## src/rtl/tsf_pkg.sv

```systemverilog
`timescale 1ns/1ps
package tsf_pkg;

    typedef enum logic [2:0] {
        PH_IDLE  = 3'd0,
        PH_EST   = 3'd1,
        PH_MSB   = 3'd2,
        PH_LSB   = 3'd3,
        PH_LATCH = 3'd4
    } phase_e;

    // per-conversion record of malformed thermometer words
    typedef struct packed {
        logic est_bad;
        logic msb_bad;
        logic lsb_bad;
    } word_flags_t;

    function automatic int clamp_int(input int v, input int lo, input int hi);
        if (v < lo) return lo;
        if (v > hi) return hi;
        return v;
    endfunction

endpackage

```

## src/rtl/tsf_therm_decode.sv

```systemverilog
`timescale 1ns/1ps
module tsf_therm_decode #(
    parameter int W  = 16,
    parameter int CW = $clog2(W + 1)
) (
    input  logic [W-1:0]  word_i,
    output logic [CW-1:0] count_o,
    output logic          bad_o
);
    logic [W-2:0] brk;

    // a 1 standing above a 0 breaks the thermometer run
    genvar g;
    generate
        for (g = 0; g < W - 1; g++) begin : g_pair
            assign brk[g] = word_i[g+1] & ~word_i[g];
        end
    endgenerate

    assign bad_o = |brk;

    always_comb begin
        count_o = '0;
        for (int i = 0; i < W; i++) begin
            count_o = count_o + CW'(word_i[i]);
        end
    end
endmodule

```

## src/rtl/tsf_phase_ctrl.sv

```systemverilog
`timescale 1ns/1ps
module tsf_phase_ctrl
    import tsf_pkg::*;
(
    input  logic   clk,
    input  logic   rst,
    input  logic   start_i,
    input  logic   cap_i,
    output phase_e phase_o
);
    phase_e ph_q, ph_n;

    always_comb begin
        ph_n = ph_q;
        unique case (ph_q)
            PH_IDLE:  if (start_i) ph_n = PH_EST;
            PH_EST:   if (cap_i)   ph_n = PH_MSB;
            PH_MSB:   if (cap_i)   ph_n = PH_LSB;
            PH_LSB:   if (cap_i)   ph_n = PH_LATCH;
            PH_LATCH: ph_n = PH_IDLE;
            default:  ph_n = PH_IDLE;
        endcase
    end

    always_ff @(posedge clk) begin
        if (rst) ph_q <= PH_IDLE;
        else     ph_q <= ph_n;
    end

    assign phase_o = ph_q;


    latch_exit_chk: assert property (@(posedge clk) disable iff (rst)
        (ph_q == PH_LATCH) |=> (ph_q == PH_IDLE));

    est_step_chk: assert property (@(posedge clk) disable iff (rst)
        (ph_q == PH_EST && cap_i) |=> (ph_q == PH_MSB));

    idle_hold_chk: assert property (@(posedge clk) disable iff (rst)
        (ph_q == PH_IDLE && !start_i) |=> (ph_q == PH_IDLE));

    busy_hold_chk: assert property (@(posedge clk) disable iff (rst)
        ((ph_q inside {PH_EST, PH_MSB, PH_LSB}) && !cap_i) |=> $stable(ph_q));
endmodule

```

## src/rtl/tsf_assemble.sv

```systemverilog
`timescale 1ns/1ps
module tsf_assemble
    import tsf_pkg::*;
#(
    parameter int EST_W    = 6,
    parameter int PASS_W   = 16,
    parameter int MSB_W    = 6,
    parameter int LSB_W    = 4,
    parameter int WIN_STEP = 8,
    parameter int EC_W     = $clog2(EST_W + 1),
    parameter int PC_W     = $clog2(PASS_W + 1)
) (
    input  logic                   clk,
    input  logic                   rst,
    input  phase_e                 phase_i,
    input  logic                   cap_i,
    input  logic [EC_W-1:0]        est_cnt_i,
    input  logic                   est_bad_i,
    input  logic [PC_W-1:0]        pass_cnt_i,
    input  logic                   pass_bad_i,
    output logic [MSB_W-1:0]       win_base_o,
    output logic [MSB_W+LSB_W-1:0] code_o,
    output logic                   done_o,
    output logic                   bubble_o
);
    localparam int MSB_MAX = (1 << MSB_W) - 1;
    localparam int LSB_MAX = (1 << LSB_W) - 1;
    localparam int WIN_MAX = (1 << MSB_W) - PASS_W;
    localparam logic [MSB_W-1:0] WIN_MAX_V = MSB_W'(WIN_MAX);
    localparam logic [PC_W-1:0]  PASS_FULL = PC_W'(PASS_W);

    logic [MSB_W-1:0]       win_q, win_n, msb_q, msb_n;
    logic [LSB_W-1:0]       lsb_q, lsb_n;
    logic [MSB_W+LSB_W-1:0] code_q;
    logic                   done_q, bub_q;
    word_flags_t            flg_q;

    always_comb begin
        win_n = MSB_W'(clamp_int(int'(est_cnt_i) * WIN_STEP, 0, WIN_MAX));
        msb_n = MSB_W'(clamp_int(int'(win_q) + int'(pass_cnt_i) - 1, 0, MSB_MAX));
        lsb_n = LSB_W'(clamp_int(int'(pass_cnt_i) - 1, 0, LSB_MAX));
    end

    always_ff @(posedge clk) begin
        if (rst) begin
            win_q  <= '0;
            msb_q  <= '0;
            lsb_q  <= '0;
            code_q <= '0;
            done_q <= 1'b0;
            bub_q  <= 1'b0;
            flg_q  <= '0;
        end else begin
            done_q <= 1'b0;
            unique case (phase_i)
                PH_EST: if (cap_i) begin
                    win_q         <= win_n;
                    flg_q.est_bad <= est_bad_i;
                end
                PH_MSB: if (cap_i) begin
                    msb_q         <= msb_n;
                    flg_q.msb_bad <= pass_bad_i;
                end
                PH_LSB: if (cap_i) begin
                    lsb_q         <= lsb_n;
                    flg_q.lsb_bad <= pass_bad_i;
                end
                PH_LATCH: begin
                    code_q <= {msb_q, lsb_q};
                    bub_q  <= |flg_q;
                    done_q <= 1'b1;
                end
                default: ;
            endcase
        end
    end

    assign win_base_o = win_q;
    assign code_o     = code_q;
    assign done_o     = done_q;
    assign bubble_o   = bub_q;


    win_bound_chk: assert property (@(posedge clk) disable iff (rst)
        win_q <= WIN_MAX_V);

    win_hold_chk: assert property (@(posedge clk) disable iff (rst)
        !(phase_i == PH_EST && cap_i) |=> $stable(win_q));

    msb_floor_chk: assert property (@(posedge clk) disable iff (rst)
        (phase_i == PH_MSB && cap_i && pass_cnt_i == '0 && win_q == '0) |=> (msb_q == '0));

    lsb_top_chk: assert property (@(posedge clk) disable iff (rst)
        (phase_i == PH_LSB && cap_i && pass_cnt_i == PASS_FULL) |=> (lsb_q == '1));

    code_hold_chk: assert property (@(posedge clk) disable iff (rst)
        (phase_i != PH_LATCH) |=> $stable(code_q));

    done_src_chk: assert property (@(posedge clk) disable iff (rst)
        done_q |-> $past(phase_i == PH_LATCH));
endmodule

```

## src/rtl/twostep_flash_asm.sv

```systemverilog
`timescale 1ns/1ps
module twostep_flash_asm
    import tsf_pkg::*;
#(
    parameter int EST_W    = 6,
    parameter int PASS_W   = 16,
    parameter int MSB_W    = 6,
    parameter int LSB_W    = 4,
    parameter int WIN_STEP = 8
) (
    input  logic                   clk,
    input  logic                   rst,
    input  logic                   start_i,
    input  logic                   cap_i,
    input  logic [EST_W-1:0]       est_therm_i,
    input  logic [PASS_W-1:0]      pass_therm_i,
    output logic [2:0]             phase_o,
    output logic [MSB_W-1:0]       win_base_o,
    output logic [MSB_W+LSB_W-1:0] code_o,
    output logic                   done_o,
    output logic                   bubble_o
);
    localparam int EC_W = $clog2(EST_W + 1);
    localparam int PC_W = $clog2(PASS_W + 1);

    phase_e          phase;
    logic [EC_W-1:0] est_cnt;
    logic [PC_W-1:0] pass_cnt;
    logic            est_bad, pass_bad;

    tsf_phase_ctrl u_ctrl (
        .clk     (clk),
        .rst     (rst),
        .start_i (start_i),
        .cap_i   (cap_i),
        .phase_o (phase)
    );

    tsf_therm_decode #(.W(EST_W), .CW(EC_W)) u_est_dec (
        .word_i  (est_therm_i),
        .count_o (est_cnt),
        .bad_o   (est_bad)
    );

    // one decoder serves both passes: the comparator bank is shared
    tsf_therm_decode #(.W(PASS_W), .CW(PC_W)) u_pass_dec (
        .word_i  (pass_therm_i),
        .count_o (pass_cnt),
        .bad_o   (pass_bad)
    );

    tsf_assemble #(
        .EST_W(EST_W), .PASS_W(PASS_W), .MSB_W(MSB_W), .LSB_W(LSB_W),
        .WIN_STEP(WIN_STEP), .EC_W(EC_W), .PC_W(PC_W)
    ) u_asm (
        .clk        (clk),
        .rst        (rst),
        .phase_i    (phase),
        .cap_i      (cap_i),
        .est_cnt_i  (est_cnt),
        .est_bad_i  (est_bad),
        .pass_cnt_i (pass_cnt),
        .pass_bad_i (pass_bad),
        .win_base_o (win_base_o),
        .code_o     (code_o),
        .done_o     (done_o),
        .bubble_o   (bubble_o)
    );

    assign phase_o = phase;


    done_pulse_chk: assert property (@(posedge clk) disable iff (rst)
        done_o |=> !done_o);
endmodule

```

## config.mk

```make
export PLATFORM = sky130hd
export DESIGN_NAME = twostep_flash_asm
export DESIGN_NICKNAME = d
export VERILOG_FILES = /design/src/rtl/tsf_pkg.sv /design/src/rtl/tsf_therm_decode.sv /design/src/rtl/tsf_phase_ctrl.sv /design/src/rtl/tsf_assemble.sv /design/src/rtl/twostep_flash_asm.sv
export SDC_FILE = /design/constraint.sdc
export NUM_CORES = 1
export LEC_CHECK = 0
export ABC_AREA = 1
export BUFFER_PORTS_ARGS = -buffer_cell sky130_fd_sc_hd__buf_2
export CORE_ASPECT_RATIO = 2
export CORE_MARGIN = 2
export CORE_UTILIZATION = 55
export CTS_CLUSTER_DIAMETER = 120
export CTS_CLUSTER_SIZE = 16
export DETAILED_ROUTE_END_ITERATION = 10
export PLACE_DENSITY = 0.8
export SLEW_MARGIN = 10
export SYNTH_ARGS = -nofsm -noshare
export SYNTH_HDL_FRONTEND = slang
export SYNTH_SLANG_ARGS = --single-unit
```

## constraint.sdc

```tcl
create_clock -name clk -period 6.3 [get_ports clk]
set_clock_uncertainty 0.05 [all_clocks]
set_input_delay 0.63 -clock clk [delete_from_list [all_inputs] [get_ports clk]]
set_output_delay 0.63 -clock clk [all_outputs]
set_load 0.03 [all_outputs]
```

==> impl_metrics.csv, run 1 <==
group,metric,value,unit
floorplan,io_pins,47,
synth,yosys_warnings,0,
floorplan,fp-row-count,33,
finish,post-route-util,0.646,
placed_design,dp_hpwl,4.18,mm
timing,rsz0062_at_grt,"no",
global_route,grt_pass1_wl,8.37,mm
min_path,hold_path_end,"u_asm.msb_q[0]",
cts,clk_path_buf_depth,2,
cts,cts_resized,0,
worst_setup_path,r2r_setup_slack,4.34,ns
timing,maxSlewViolCount,0,
worst_setup_path,crit_path_end_kind,"flip-flop",
worst_setup_path,worst_ep_arrival_time,5.56,ns
worst_setup_path,r2r-end,"u_asm.msb_q[1]",
finish,layout.nets,411,
timing,tightest_slew,0.718,ns
pwr,total_power,1.21,mW
floorplan,core,4050,um^2
placed_design,dp_slack,0.564,ns
finish,drive_gt1_frac,0.206,
cts,post_cts_buffers,0,
finish,antenna_cells,0,
synth,async_flop_share,0,
cts,clock-root-buffer,"clkbuf_8",
global_route,grt-busiest-layer,"met2",
floorplan,dieArea,4710,um^2
route,postRouteWirelength,4.93,mm
job,max_cap_violations,0,
floorplan,start_util,0.564,
min_path,min-delay-start,"u_asm.msb_q[0]",
synth,synth.avg_cell_area,7.39,um^2
global_route,grt_util_all_layers,0.232,
worst_setup_path,path_class,"in2reg",
global_route,gr-usage-met1,0.191,
cts,cts_made_buffers,5,
global_route,use_met3,0.0282,
finish,syn_to_final_growth,14.4,%
route,wl_per_cell,12.1,um
route,antenna_left,0,
pwr,leakage,1.37,nW
global_route,grt_use_met2,0.481,
timing,min_period_over_period,0.865,
synth,ys_ff_latch,31,
worst_setup_path,crit_required,6.41,ns
worst_setup_path,worstPathMaxFanout,6,
pwr,ir_drop,0.309,mV
placed_design,gp_congestion,0.953,
min_path,whs_path_depth,2,
finish,layout_commonest_cell,"nand2_1",
route,first_pass_iters,4,
timing,setup_viol,0,
synth,synth.distinct_cells,33,
min_path,min_path_type,"reg2reg",
floorplan,die_w,49.6,um
timing,worst_slack,0.850,ns
route,vias,2060,
finish,layout_common_cells,"59 x nand2_1, 53 x inv_1, 43 x buf_2, 36 x nor2_1, 31 x dfxtp_1",
global_route,antenna_found_initial,0,
timing,fin_crit,5.45,ns
timing,final-hold-violation-count,0,
global_route,grt_pass1_vias,2106,
cts,insertion_delay,0.28,ns
cts,cts.sinks,31,
pwr,power_density,462,nW/um^2
timing,relSlewSlack,0.520,
synth,seq_area_frac_synth,0.272,
worst_setup_path,rr_startpoint,"u_asm.win_base_o[4]",
timing,fmax,184,MHz
floorplan,die_height,95.1,um
route,via_per_inst,5.06,
worst_setup_path,crit_path_start_kind,"input port",
timing,tns,0,ns
cts,cts_tree,"yes",
worst_setup_path,rr_worst_depth,12,
placed_design,port_buffers,43,
synth,synth_edf_count,0,
synth,synth_area,2280,um^2
global_route,grt_max_degree,17,
route,drt_iter0_drc,45,
status,status,"completed",
cts,path_clk_slew,0.06,ns
route,drc_errors,0,
synth,syn_inst,309,
cts,ctsHoldBuffers,0,
synth,ys.flop_type,"dfxtp_1",
cts,htreeDepth,2,
global_route,grt-ovfl-total,0,
[critical path, stage by stage]
cell and delay (ns):
buf_2 0.11, ha_1 0.28, inv_1 0.07, fa_1 0.43
fa_1 0.49, fa_1 0.54, fa_1 0.43, fa_1 0.41
fa_1 0.40, inv_1 0.08, nand2_2 0.09, a21oi_4 0.18
inv_2 0.05, ha_1 0.26, inv_1 0.04, ha_1 0.33
a21oi_1 0.19, o21ai_2 0.09, nand2_1 0.06, nand2_1 0.07
nand3_2 0.11, nand2_1 0.07, nand2_1 0.07, a21oi_1 0.06
[how the worst max path moves through the flow]
stage	from	endpoint
2_1_floorplan	pass_therm_i[0]	u_asm.msb_q[2]
3_3_place_gp	pass_therm_i[0]	u_asm.msb_q[1]
3_5_place_dp	pass_therm_i[0]	u_asm.msb_q[1]
4_1_cts	pass_therm_i[0]	u_asm.msb_q[1]
5_1_grt	pass_therm_i[0]	u_asm.msb_q[4]
6_report	pass_therm_i[0]	u_asm.msb_q[1]
[sequential cells by signal, summed over array words and instances, names as in the netlist]
name	count
u_asm.bubble_o	1
u_asm.code_o	10
u_asm.done_o	1
u_asm.flg_q	3
u_asm.lsb_q	4
u_asm.msb_q	6
u_asm.win_base_o	3
u_ctrl.phase_o	3
[cell type report]
cell class | count | area [um^2]
tap | 52 | 65.1
clock buffer | 7 | 76.3
sequential | 31 | 621
inverter | 58 | 219
timing repair buffer | 43 | 215
fill | 403 | 1430
multi-input combinational | 215 | 1410
clock inverter | 1 | 5.00
[stage by stage]
| stage | hold slack [ns] | cells | cell area, um^2 |
|---|---|---|---|
| 6_report | 0.415 | 407 | 2610 |
| 5_1_grt | 0.433 | 407 | 2610 |
| 4_1_cts | 0.417 | 407 | 2610 |
| 3_5_place_dp | 0.408 | 399 | 2530 |
| 3_3_place_gp | 0.403 | 399 | 2530 |
| 2_1_floorplan | 0.390 | 311 | 2290 |
[power breakdown]
part / total (mW) / internal (mW) / switching (mW)
Clock: 0.148 / 0.0773 / 0.0705
Combinational: 0.829 / 0.322 / 0.508
Sequential: 0.230 / 0.215 / 0.0143
[synthesized netlist by cell type (all sizes together) (4+ instances only)]
master	n	area share
nand3	18	0.050
inv	57	0.094
dfxtp	31	0.27
fa	14	0.12
nor2	37	0.064
o21ai	21	0.048
ha	17	0.093
nand2	64	0.11
buf	4	0.012
a21oi	21	0.059
[cell families (layout without fill, tap and decap cells)]
family	count (synthesis)	in the layout	synth area share
XOR/XNOR	3	3	0.0115
AO/OA/AOI/OAI	51	51	0.140
flip-flops	31	31	0.272
adder cells (fa/ha/maj)	31	31	0.216
AND/OR/NAND/NOR	127	127	0.245
other	1	3	0.00164
buffers and inverters	65	109	0.113
[per-layer routing]
layer | vias to the layer above | part of all wire
met5 | - | 0
met4 | 0 | 0.043
met1 | 940 | 0.33
li1 | 1053 | -
met3 | 14 | 0.023
met2 | 53 | 0.60
Note: power is estimated with default switching activity, not from simulation.
==> run 2, diff against run 1 <==
--- a/config.mk
+++ b/config.mk
@@ -9,12 +9,13 @@
 export BUFFER_PORTS_ARGS = -buffer_cell sky130_fd_sc_hd__buf_2
 export CORE_ASPECT_RATIO = 2
 export CORE_MARGIN = 2
-export CORE_UTILIZATION = 55
+export CORE_UTILIZATION = 56
 export CTS_CLUSTER_DIAMETER = 120
 export CTS_CLUSTER_SIZE = 16
 export DETAILED_ROUTE_END_ITERATION = 10
-export PLACE_DENSITY = 0.8
+export PLACE_DENSITY = 0.81
 export SLEW_MARGIN = 10
 export SYNTH_ARGS = -nofsm -noshare
 export SYNTH_HDL_FRONTEND = slang
+export SYNTH_HIERARCHICAL = 1
 export SYNTH_SLANG_ARGS = --single-unit
==> run 2 against run 1 <==
Sequential power grew 9.6%; maximum frequency grew 4.6%; utilization grew 1.9 points; critical endpoint is now u_asm/msb_q[0].
==> impl_metrics.csv, run 2 <==
group,metric,value,unit
finish,largest_reg_flops,10,
pwr,power_density,529,nW/um^2
floorplan,die_height,96.2,um
pwr,leakage,1.39,nW
worst_setup_path,worstPathMaxFanout,6,
pwr,ir_drop,0.439,mV
cts,path_clk_slew,0.06,ns
route,postRouteWirelength,4.52,mm
finish,layout_common_cells,"89 x nand2_1, 59 x inv_1, 43 x buf_2, 31 x dfxtp_1, 20 x a21oi_1",
worst_setup_path,path_buf_inv,7,
timing,maxSlewViolCount,0,
finish,drive_gt1_frac,0.238,
finish,antenna_cells,0,
synth,ys_ff_latch,31,
cts,post_cts_buffers,0,
worst_setup_path,path_cells,"buf_2 > inv_1 > fa_1 > fa_1 > fa_1 > fa_1 > inv_1 > ha_1 > inv_1 > fa_1 > o21ai_0 > inv_1 > ha_1 > inv_1 > ha_1 > nand2_1 > inv_2 > nand3_2 > nand3_1 > nand2_2 > nand2_4 > nand2_1 > nand2_1 > a21oi_2",
worst_setup_path,crit_required,6.38,ns
timing,rsz0062_at_grt,"no",
global_route,grt_use_met2,0.429,
synth,synthTopCellsByArea,"dfxtp_1 26%, nand2_1 14%, fa_1 12%",
synth,syn_inst,324,
timing,setup_viol,0,
route,drt_iter0_drc,40,
finish,post-route-util,0.664,
global_route,gr-usage-met1,0.202,
cts,clock-root-buffer,"clkbuf_8",
route,antenna_left,0,
synth,yosysTopAreaCellShare,0.261,
cts,cts.sinks,31,
global_route,antenna_found_initial,0,
worst_setup_path,crit_family,"adder cells",
cts,clk_path_buf_depth,2,
status,status,"completed",
worst_setup_path,path_class,"in2reg",
floorplan,io_pins,47,
route,vias,2024,
pwr,total_power,1.44,mW
finish,layout_commonest_cell,"nand2_1",
cts,insertion_delay,0.28,ns
timing,relSlewSlack,0.593,
synth,synth_area,2380,um^2
floorplan,start_util,0.582,
cts,cts_tree,"yes",
timing,tightest_slew,0.610,ns
synth,synthTopCellsByCount,"89 x nand2_1, 59 x inv_1, 31 x dfxtp_1, 20 x a21oi_1, 18 x ha_1",
timing,fmax,192,MHz
cts,cts_resized,0,
synth,synth.avg_cell_area,7.34,um^2
worst_setup_path,worst_ep_arrival_time,5.29,ns
global_route,grt_max_degree,31,
worst_setup_path,crit_path_start_kind,"input port",
cts,ctsHoldBuffers,0,
cts,cts_made_buffers,5,
floorplan,fp-row-count,33,
timing,min_period_over_period,0.827,
synth,ys.flop_type,"dfxtp_1",
placed_design,dp_hpwl,3.73,mm
synth,synth_edf_count,0,
global_route,grt_util_all_layers,0.213,
finish,layout.nets,426,
synth,synth.distinct_cells,35,
route,first_pass_iters,4,
timing,tns,0,ns
job,max_cap_violations,0,
synth,synth_top_area_cell,"dfxtp_1",
global_route,grt_pass1_vias,1982,
global_route,grt-ovfl-total,0,
global_route,grt-busiest-layer,"met2",
cts,htreeDepth,2,
route,wl_per_cell,10.7,um
floorplan,dieArea,4820,um^2
placed_design,port_buffers,43,
route,drc_errors,0,
route,via_per_inst,4.81,
worst_setup_path,cpMaxStageDelayCell,"fa_1",
timing,final-hold-violation-count,0,
global_route,grt_pass1_wl,7.94,mm
finish,fill_cells,369,
finish,syn_to_final_growth,14.2,%
placed_design,gp_congestion,0.882,
worst_setup_path,crit_path_end_kind,"flip-flop",
worst_setup_path,slowest_delay,0.56,ns
finish,multi_input_area,1450,um^2
floorplan,core,4090,um^2
synth,async_flop_share,0,
synth,yosysMostFrequentCell,"nand2_1",
timing,fin_crit,5.21,ns
min_path,min_path_type,"reg2reg",
floorplan,die_w,50.1,um
global_route,use_met3,0.0248,
synth,yosys_warnings,6,
finish,regArea,621,um^2
synth,seq_area_frac_synth,0.261,
==> run 2: changes by cell type after synthesis, sizes merged, moves of 2 or more <==
cell    delta
o21bai     -2
xnor2      +2
inv       +13
buf        +3
nor2      -16
a21oi      +6
clkbuf     -2
a31oi      -2
o21ai     -11
xor2       +2
nand2     +33
nand3     -10
o21a       -2
==> run 2: kinds of logic (layout without fill, tap and decap cells) <==
kind of cell	after synthesis	in the layout	synth area share
other	1	3	0.00158
adders and majority gates	32	32	0.213
buffers and inverters	78	121	0.133
DFF	31	31	0.261
AOI/OAI and AO/OA	42	42	0.110
xor gates and xnor gates	7	7	0.0258
and+or+nand+nor	133	133	0.256
==> run 2: power breakdown <==
group	internal, mW	leakage (nW)	total [mW]	switching (mW)
clock network	0.0995	0.0515	0.168	0.0685
logic	0.387	1.09	1.02	0.629
registers	0.226	0.251	0.252	0.0265
==> run 2: worst paths after layout <==
kind | start | slack [ns] | depth (start not counted) | endpoint
hold reg to reg | u_asm/lsb_q[1] | 0.41 | 2 | u_asm/code_o[1]
setup reg to reg | u_asm/win_base_o[4] | 4.35 | 11 | u_asm/msb_q[0]
hold / removal | u_asm/lsb_q[1] | 0.41 | 2 | u_asm/code_o[1]
setup / recovery | pass_therm_i[0] | 1.09 | 24 | u_asm/msb_q[0]
==> run 2: layout make-up <==
class / count / area share
clock buffer: 8 / 0.0369
inverter: 70 / 0.0977
multi-input combinational: 217 / 0.534
sequential: 31 / 0.229
tap: 52 / 0.0240
timing repair buffer: 43 / 0.0793
==> run 2: worst register-to-register path, cell delays in order (launching register included) <==
cell	delay, ns
dfxtp_1	0.32
inv_1	0.11
ha_1	0.25
inv_1	0.07
ha_1	0.32
a21oi_1	0.25
nand3_1	0.13
nand2_2	0.10
nand2_4	0.07
nand2_1	0.06
nand2_1	0.06
a21oi_2	0.11
==> run 2: per-layer routing <==
layer	wire length, um	part of all wire
met1	1630	0.36
met2	2650	0.59
met3	139	0.031
met4	109	0.024
met5	0	0
==> run 2: per-stage QoR <==
| step | cells | setup WS [ns] | hold WS [ns] | area, um^2 |
|---|---|---|---|---|
| after global routing | 421 | 0.823 | 0.426 | 2720 |
| after floorplan | 326 | 1.28 | 0.389 | 2390 |
| after CTS | 421 | 1.13 | 0.406 | 2720 |
| after global placement | 413 | 0.999 | 0.397 | 2620 |
| after detailed placement | 413 | 0.831 | 0.403 | 2620 |
| final | 421 | 1.09 | 0.406 | 2720 |
==> run 3, diff against run 2 <==
--- a/config.mk
+++ b/config.mk
@@ -5,15 +5,15 @@
 export SDC_FILE = /design/constraint.sdc
 export NUM_CORES = 1
 export LEC_CHECK = 0
-export ABC_AREA = 1
+export ABC_AREA = 0
 export BUFFER_PORTS_ARGS = -buffer_cell sky130_fd_sc_hd__buf_2
 export CORE_ASPECT_RATIO = 2
 export CORE_MARGIN = 2
-export CORE_UTILIZATION = 56
+export CORE_UTILIZATION = 55
 export CTS_CLUSTER_DIAMETER = 120
 export CTS_CLUSTER_SIZE = 16
 export DETAILED_ROUTE_END_ITERATION = 10
-export PLACE_DENSITY = 0.81
+export PLACE_DENSITY = 0.8
 export SLEW_MARGIN = 10
 export SYNTH_ARGS = -nofsm -noshare
 export SYNTH_HDL_FRONTEND = slang
==> constraint.sdc (replaced) <==
create_clock -name clk -period 5.3 [get_ports clk]
set_clock_uncertainty 0.05 [all_clocks]
set_input_delay 0.53 -clock clk [delete_from_list [all_inputs] [get_ports clk]]
set_output_delay 0.53 -clock clk [all_outputs]
set_load 0.03 [all_outputs]
==> run 3 against run 2 <==
Combinational power about the same; global-route usage increased by 0.57 points; sequential power about the same; largest power group unchanged; highest routed layer unchanged; via count decreased by 5.0%; synthesized area decreased by 3.7%; worst hold slack got worse by 0.0076 ns; utilization decreased by 0.56 points; register-to-register slack got worse by 1.2 ns.
==> impl_metrics.csv, run 3 <==
group,metric,value,unit
finish,final_cell_area,2670,um^2
finish,layout_commonest_cell,"inv_1",
worst_setup_path,crit_family,"adder cells",
finish,fill_cells,382,
floorplan,die_w,49.6,um
finish,final_cells,368,
pwr,p_clk_frac,0.119,
worst_setup_path,slowest_delay,0.57,ns
global_route,grt_pass1_vias,1812,
cts,path_clk_slew,0.06,ns
timing,relSlewSlack,0.623,
worst_setup_path,crit_required,5.38,ns
pwr,total_power,1.46,mW
route,wl_per_cell,13.1,um
global_route,grt_util_all_layers,0.218,
cts,ctsHoldBuffers,0,
finish,largest_reg_flops,10,
timing,setup_viol,0,
placed_design,port_buffers,43,
pwr,power.internal,0.790,mW
timing,tightest_slew,0.566,ns
synth,yosys_warnings,6,
timing,hold_slack,0.399,ns
pwr,pwr-share-seq,0.174,
placed_design,gp_congestion,0.806,
timing,fmax,198,MHz
pwr,power_frac_comb,0.707,
global_route,antenna_found_initial,0,
worst_setup_path,crit_path_start_kind,"input port",
floorplan,dieArea,4730,um^2
finish,post-route-util,0.659,
finish,regArea,621,um^2
timing,maxSlewViolCount,0,
floorplan,fp-row-count,33,
cts,clock-root-buffer,"clkbuf_8",
synth,synthTopCellsByCount,"48 x inv_1, 31 x dfxtp_1, 29 x a21oi_1, 29 x nand2_1, 19 x nor2_1",
global_route,grt_pass1_wl,7.73,mm
route,postRouteWirelength,4.82,mm
synth,syn_inst,268,
finish,antenna_cells,0,
floorplan,core,4050,um^2
synth,synth_top_area_cell,"dfxtp_1",
synth,synth.avg_cell_area,8.54,um^2
cts,insertion_delay,0.28,ns
timing,min_period_over_period,0.951,
finish,layout_common_cells,"48 x inv_1, 43 x buf_2, 31 x dfxtp_1, 29 x nand2_1, 29 x a21oi_1",
finish,multi_input_area,1460,um^2
global_route,grt-ovfl-total,0,
worst_setup_path,worstPathMaxFanout,6,
floorplan,start_util,0.566,
synth,synth_area,2290,um^2
worst_setup_path,cpMaxStageDelayCell,"fa_1",
synth,yosysTopAreaCellShare,0.271,
placed_design,dp_hpwl,4.01,mm
worst_setup_path,path_class,"in2reg",
min_path,min_path_type,"reg2reg",
cts,cts_tree,"yes",
route,first_pass_iters,4,
cts,htreeDepth,2,
synth,synthTopCellsByArea,"dfxtp_1 27%, fa_1 12%, ha_1 9.8%",
pwr,p_switching,0.673,mW
route,drc_errors,0,
route,drt_iter0_drc,23,
worst_setup_path,crit_path_end_kind,"flip-flop",
cts,cts.sinks,31,
placed_design,dpl-instance-area,2560,um^2
worst_setup_path,path_buf_inv,5,
cts,clk_path_buf_depth,2,
worst_setup_path,worst_ep_arrival_time,5.12,ns
pwr,power_density,549,nW/um^2
job,max_cap_violations,0,
synth,async_flop_share,0,
placed_design,placed_cells,360,
finish,syn_to_final_growth,16.4,%
floorplan,io_pins,47,
pwr,swShare,0.460,
synth,seq_area_frac_synth,0.271,
route,vias,1923,
synth,synth_edf_count,0,
timing,rsz0062_at_grt,"no",
floorplan,die_height,95.2,um
synth,synth.distinct_cells,46,
global_route,grt_max_degree,32,
finish,drive_gt1_frac,0.218,
timing,fin_crit,5.04,ns
worst_setup_path,path_cells,"buf_2 > inv_1 > fa_1 > fa_1 > fa_1 > fa_1 > inv_1 > ha_1 > a21o_1 > a21oi_1 > xnor2_1 > inv_1 > ha_1 > inv_1 > ha_1 > o21ai_0 > a21oi_1 > o311ai_4 > a311oi_2",
synth,ys.flop_type,"dfxtp_1",
finish,layout.nets,373,
pwr,ir_drop,0.397,mV
synth,yosysMostFrequentCell,"inv_1",
pwr,leakage,1.27,nW
route,via_per_inst,5.23,
synth,ys_ff_latch,31,
cts,cts_made_buffers,5,
timing,final-hold-violation-count,0,
route,antenna_left,0,
status,status,"completed",
==> run 3: changes by cell type after synthesis, moves of 4 or more <==
| cell | change |
|---|---|
| nand2_1 | -60 |
| inv_1 | -11 |
| a211oi_1 | +9 |
| a21oi_1 | +9 |
| inv_2 | -9 |
| a21oi_2 | -7 |
| nand2_2 | -6 |
| mux2i_1 | +4 |
==> run 3: logic make-up after synthesis <==
family / share of synthesized area
compound gates: 0.197
xor+xnor: 0.0268
fa+ha+maj: 0.221
buf+inv: 0.104
flops: 0.271
mux: 0.0240
other cells: 0.00164
simple gates: 0.155
==> run 3: stage by stage <==
stage,worst slack (ns),setup TNS (ns)
2_1_floorplan,0.256,0
3_3_place_gp,-0.0276,-0.105
3_5_place_dp,-0.143,-0.748
4_1_cts,0.134,0
5_1_grt,0.00982,0
6_report,0.261,0
==> run 3: worst reg2reg max path, stage by stage (launching register included) <==
cell and delay [ns]:
dfxtp_1 0.33, inv_1 0.07, ha_1 0.28, inv_1 0.04, ha_1 0.29, o21ai_0 0.24, a21oi_1 0.11, o311ai_4 0.42
a311oi_2 0.16
==> run 3: final cells by class <==
type / instances / share of cell area
Clock buffer: 7 / 0.0286
Clock inverter: 1 / 0.00188
Inverter: 49 / 0.0690
Multi-Input combinational cell: 180 / 0.548
Sequential cell: 31 / 0.233
Tap cell: 52 / 0.0244
Timing Repair Buffer: 48 / 0.0948
==> run 3: worst paths after layout <==
path | startpoint | endpoint | slack [ns] | depth (start not counted)
worst max-delay path | pass_therm_i[5] | u_asm/msb_q[5] | 0.26 | 19
worst min-delay path | u_asm/code_o[3] | u_asm/code_o[3] | 0.40 | 2
worst max register to register | u_asm/win_base_o[3] | u_asm/msb_q[5] | 3.18 | 8
worst min register to register | u_asm/code_o[3] | u_asm/code_o[3] | 0.40 | 2
==> run 3: power groups by stage <==
stage	combinational, mW	sequential, mW	clock (mW)
final	1.04	0.255	0.173
after floorplan	0.745	0.263	0
after detailed placement	1.01	0.259	0
after CTS	1.01	0.254	0.178
after global routing	1.17	0.256	0.187
after global placement	0.964	0.259	0
==> run 3: metal layers <==
layer,GRT usage,vias to the layer above,part of all wire
met5,0,-,0
met4,0.106,0,0.026
met3,0.0313,9,0.028
met2,0.456,43,0.61
met1,0.191,897,0.33
li1,-,974,-
==> run 3: what timing repair did <==
item	4_1_cts	5_1_grt
buffers inserted	0	0
resized for setup	0	4
setup endpoints to repair	0	6
